[src/rtl/regbank_commit.sv]
module regbank_commit #(
  parameter int NUM_REGS = 12,
  parameter int DATA_W   = 16,
  parameter int ADDR_W   = 4
) (
  input  logic                       clk,
  input  logic                       rst_n,
  input  logic                       wr_en,
  input  logic [ADDR_W-1:0]          wr_addr,
  input  logic [DATA_W-1:0]          wr_data,
  input  logic [DATA_W-1:0]          wr_mask,
  input  logic [ADDR_W-1:0]          rd_addr,
  output logic [DATA_W-1:0]          rd_data,
  input  logic                       ctrl_wr,
  input  logic                       ctrl_load_req,
  input  logic                       ctrl_autoload_off,
  input  logic                       vblank,
  output logic                       load_pending,
  output logic                       autoload_off,
  output logic [NUM_REGS*DATA_W-1:0] active_cfg
);

  logic [DATA_W-1:0]          shadow_q [NUM_REGS];
  logic [NUM_REGS*DATA_W-1:0] shadow_flat;
  logic                       copy_now;

  assign copy_now = vblank & (load_pending | ~autoload_off);

  always_ff @(posedge clk) begin
    if (!rst_n) begin
      load_pending <= 1'b0;
      autoload_off <= 1'b0;
    end else begin
      load_pending <= (ctrl_wr & ctrl_load_req) | (load_pending & ~copy_now);
      if (ctrl_wr) autoload_off <= ctrl_autoload_off;
    end
  end

  for (genvar g = 0; g < NUM_REGS; g++) begin : g_reg
    logic hit;
    assign hit = wr_en && (wr_addr == ADDR_W'(g));

    always_ff @(posedge clk) begin
      if (!rst_n) begin
        shadow_q[g] <= '0;
      end else if (hit) begin
        shadow_q[g] <= (shadow_q[g] & ~wr_mask) | (wr_data & wr_mask);
      end
    end

    always_ff @(posedge clk) begin
      if (!rst_n) begin
        active_cfg[g*DATA_W +: DATA_W] <= '0;
      end else if (copy_now) begin
        active_cfg[g*DATA_W +: DATA_W] <= shadow_q[g];
      end
    end

    assign shadow_flat[g*DATA_W +: DATA_W] = shadow_q[g];
  end

  assign rd_data = (32'(rd_addr) < NUM_REGS) ? shadow_q[rd_addr] : '0;

endmodule

[config.mk]
export PLATFORM = sky130hd
export DESIGN_NAME = regbank_commit
export DESIGN_NICKNAME = d
export VERILOG_FILES = /design/src/rtl/regbank_commit.sv
export SDC_FILE = /design/constraint.sdc
export NUM_CORES = 1
export LEC_CHECK = 0
export BUFFER_PORTS_ARGS = -buffer_cell sky130_fd_sc_hd__buf_4
export CAP_MARGIN = 20
export CORE_UTILIZATION = 50
export DETAILED_ROUTE_END_ITERATION = 16
export PLACE_DENSITY = 0.74
export SYNTH_ARGS = -nofsm -noshare
export SYNTH_HDL_FRONTEND = slang
export SYNTH_SLANG_ARGS = --single-unit
[constraint.sdc]
create_clock -name clk -period 2.1 [get_ports clk]
set_clock_uncertainty 0.15 [all_clocks]
set_input_delay 0 -clock clk [delete_from_list [all_inputs] [get_ports clk]]
set_output_delay 0 -clock clk [all_outputs]
set_load 0.03 [all_outputs]
==> results.json <==
{
  "timing.final.crit_share": 1.07,
  "cts_num_sinks": 386,
  "max_slew_headroom_at_the_worst_pin": 0.402,
  "io_buffers": 256,
  "ys_async_sr_fraction": 0,
  "via_per_inst": 6.30,
  "r2r-end": "active_cfg[163]",
  "detailed_route_iter0_violations": 1952,
  "worstHoldEndpoint": "shadow_q[11][15]",
  "total_leakage_power_nw": 8.36,
  "initial_utilization": 0.509,
  "holdPathStages": 4,
  "holdCritPathClass": "in -> reg",
  "critical_path.endpoint_type": "output port",
  "nNetsFinal": 2039,
  "synth.ff_latch_count": 386,
  "max_clock_freq_mhz": 446,
  "drt-pass1-iter-count": 5,
  "clockRootBuffer": "sky130_fd_sc_hd__clkbuf_16",
  "synth.yosys.seq_area_share": 0.549,
  "mostFrequentLayoutCell": "sky130_fd_sc_hd__a21oi_1",
  "synth_enable_flop_cells": 192,
  "routed-via-count": 15600,
  "design.portCount": 257,
  "synthCells": 1674,
  "grt_antenna_before_repair": 1,
  "worstHoldStart": "wr_addr[3]",
  "finalHoldViolations": 0,
  "timing.critical_path.slowest_stage_cell": "sky130_fd_sc_hd__mux4_2",
  "status": "finished, violations left",
  "cp-start-kind": "flip-flop",
  "finalInstanceArea_sq_um": 22600,
  "clk_pin_slew_ns": 0.06,
  "max_rail_drop_vdd_v": 0.000611,
  "fin_crit_ns": 2.24,
  "worst_slew_pin_slew_ns": 0.897,
  "critical_path.top_delay_family": "multiplexers",
  "max-cap-violations": 0,
  "power-per-cell-area_nw_per_um2": 820,
  "path_class": "reg -> out",
  "numCtsBuffers": 41,
  "finalMaxSlewViolations": 0,
  "crit_arrival_ns": 2.09,
  "layout-drive-gt1-share": 0.276,
  "clk_latency_ns": 0.55,
  "post_synth_num_cell_types": 33,
  "power.total_mw": 18.5,
  "layout_common_cells": "384 x sky130_fd_sc_hd__a21oi_1, 382 x sky130_fd_sc_hd__buf_4, 195 x sky130_fd_sc_hd__nand2b_1",
  "setup_repair_after_global_routing_missed_its_margin": "true",
  "timing.reg2reg.setup_slack_ns": 0.27,
  "core_sq_um": 34500,
  "globalplace.congestion": 0.934,
  "tritoncts": "built",
  "drc_markers": 0,
  "count_of_yosys_warnings_during_synthesis": 0,
  "r2r_cells": 5,
  "failed_checks": "negative setup slack",
  "row_count": 68,
  "timing.hold.ws_ns": 0.0368,
  "number_of_nets_produced_by_synthesis": 1721,
  "syn_area_sq_um": 17600,
  "die_area_sq_um": 35900,
  "global_route.usage.total": 0.346,
  "placement.cell_area_sq_um": 20100,
  "cp_cell_sequence": "mux4_2 -> a22oi_2 -> buf_6 -> o21ai_4 -> buf_6",
  "post-dp-hpwl_microns": 42500,
  "cts_max_path_buffers": 3,
  "critPathMaxFanout": 2,
  "drt-total-wl_microns": 63600,
  "critPathMaxStageDelay_ns": 0.52,
  "wire_per_inst_microns": 25.6,
  "setup_viols_final": 12,
  "synth_top_flop_cell": "sky130_fd_sc_hd__dfxtp_1",
  "cp_data_required_time_ns": 1.95,
  "r2r-start": "load_pending",
  "die-width_microns": 190,
  "htree_levels": 2,
  "grt-ovfl-total": 0,
  "synthesis.area_per_instance_sq_um": 10.5,
  "critPathBufInv": 2,
  "drt.antenna.violating_nets": 0,
  "die_h_microns": 190,
  "global_route_wire_length_before_repair_microns": 92300,
  "finalWorstSetupSlack_ns": -0.140,
  "syn2layout_area_growth_pct": 28.6,
  "cp_common_cell": "sky130_fd_sc_hd__buf_6",
  "grt_pass1_vias": 14600,
  "grt_start_max_net_pins": 102
}
[metal layers]
layer / share of wire / track usage
met3: 0.11 / 0.0602
met1: 0.38 / 0.463
met2: 0.45 / 0.535
met5: 0 / 0
met4: 0.059 / 0.184
[cell usage after synthesis (3+ instances only)]
cell type	number	area, sq um
sky130_fd_sc_hd__nand3b_1	193	1450
sky130_fd_sc_hd__edfxtp_1	192	5770
sky130_fd_sc_hd__o21ai_1	10	50.1
sky130_fd_sc_hd__nor2b_1	3	18.8
sky130_fd_sc_hd__clkbuf_1	128	480
sky130_fd_sc_hd__o21ai_0	208	1040
sky130_fd_sc_hd__mux4_2	38	856
sky130_fd_sc_hd__mux4_1	10	263
sky130_fd_sc_hd__dfxtp_1	194	3880
sky130_fd_sc_hd__inv_1	16	60.1
sky130_fd_sc_hd__nand2b_1	195	1220
sky130_fd_sc_hd__nand3_1	3	15.0
sky130_fd_sc_hd__a22oi_1	17	128
sky130_fd_sc_hd__nor2_1	5	18.8
sky130_fd_sc_hd__a21oi_1	384	1920
sky130_fd_sc_hd__buf_1	17	63.8
sky130_fd_sc_hd__buf_2	14	70.1
sky130_fd_sc_hd__nand2_1	28	105
[how the worst max path moves through the flow]
stage | startpoint | to | slack, ns | cells past startpoint
6_report | shadow_q[11][8] | rd_data[8] | -0.14 | 5
5_1_grt | shadow_q[11][8] | rd_data[8] | -0.16 | 5
4_1_cts | shadow_q[11][8] | rd_data[8] | -0.11 | 5
3_5_place_dp | shadow_q[9][12] | rd_data[12] | 0.23 | 4
3_3_place_gp | shadow_q[9][12] | rd_data[12] | 0.19 | 4
2_1_floorplan | wr_addr[0] | shadow_q[2][0] | -0.16 | 2
[registers in the layout, indices dropped and copies added, names as in the netlist]
register	count
load_pending	1
active_cfg	192
shadow_q	192
autoload_off	1
[cell type report]
class	count	area, sq um
Antenna cell	1	2.50
Clock buffer	60	1270
Clock inverter	16	135
Fill cell	2735	11900
Inverter	18	72.6
Multi-Input combinational cell	1106	7310
Sequential cell	386	9650
Tap cell	455	569
Timing Repair Buffer	439	3600
[cell families (layout without fill, tap and decap cells)]
logic type	Yosys count	after routing	share of synthesized area
mux	49	49	0.0642
buf+inv	182	533	0.0423
other cells	0	1	0
simple gates	436	436	0.165
compound gates	621	621	0.179
flops	386	386	0.549
[through the flow]
step	setup slack, ns	cells	setup TNS [ns]	util
after global routing	-0.156	2480	-1.38	0.654
after detailed placement	0.232	2283	0	0.581
after global placement	0.194	2283	0	0.581
final	-0.140	2481	-1.14	0.654
after CTS	-0.111	2459	-0.806	0.649
after floorplan	-0.155	1674	-9.75	-
[power by group]
part	switching, mW	internal, mW
Combinational	1.57	0.983
Sequential	0.248	8.23
Clock	3.05	4.45
Total	4.87	13.7
[worst min-delay path: stages]
cell,delay (ns)
sky130_fd_sc_hd__buf_4,0.14
sky130_fd_sc_hd__nand3_1,0.11
sky130_fd_sc_hd__o21ai_1,0.06
sky130_fd_sc_hd__buf_4,0.22
[what timing repair did]
action	CTS	global route
hold buffers	29	0
buffers inserted	71	21
hold endpoints to repair	372	0
pin swaps	13	3
endpoints found under the setup margin	16	16
gates resized for setup	49	9
Power figures use the tool's default switching activity.
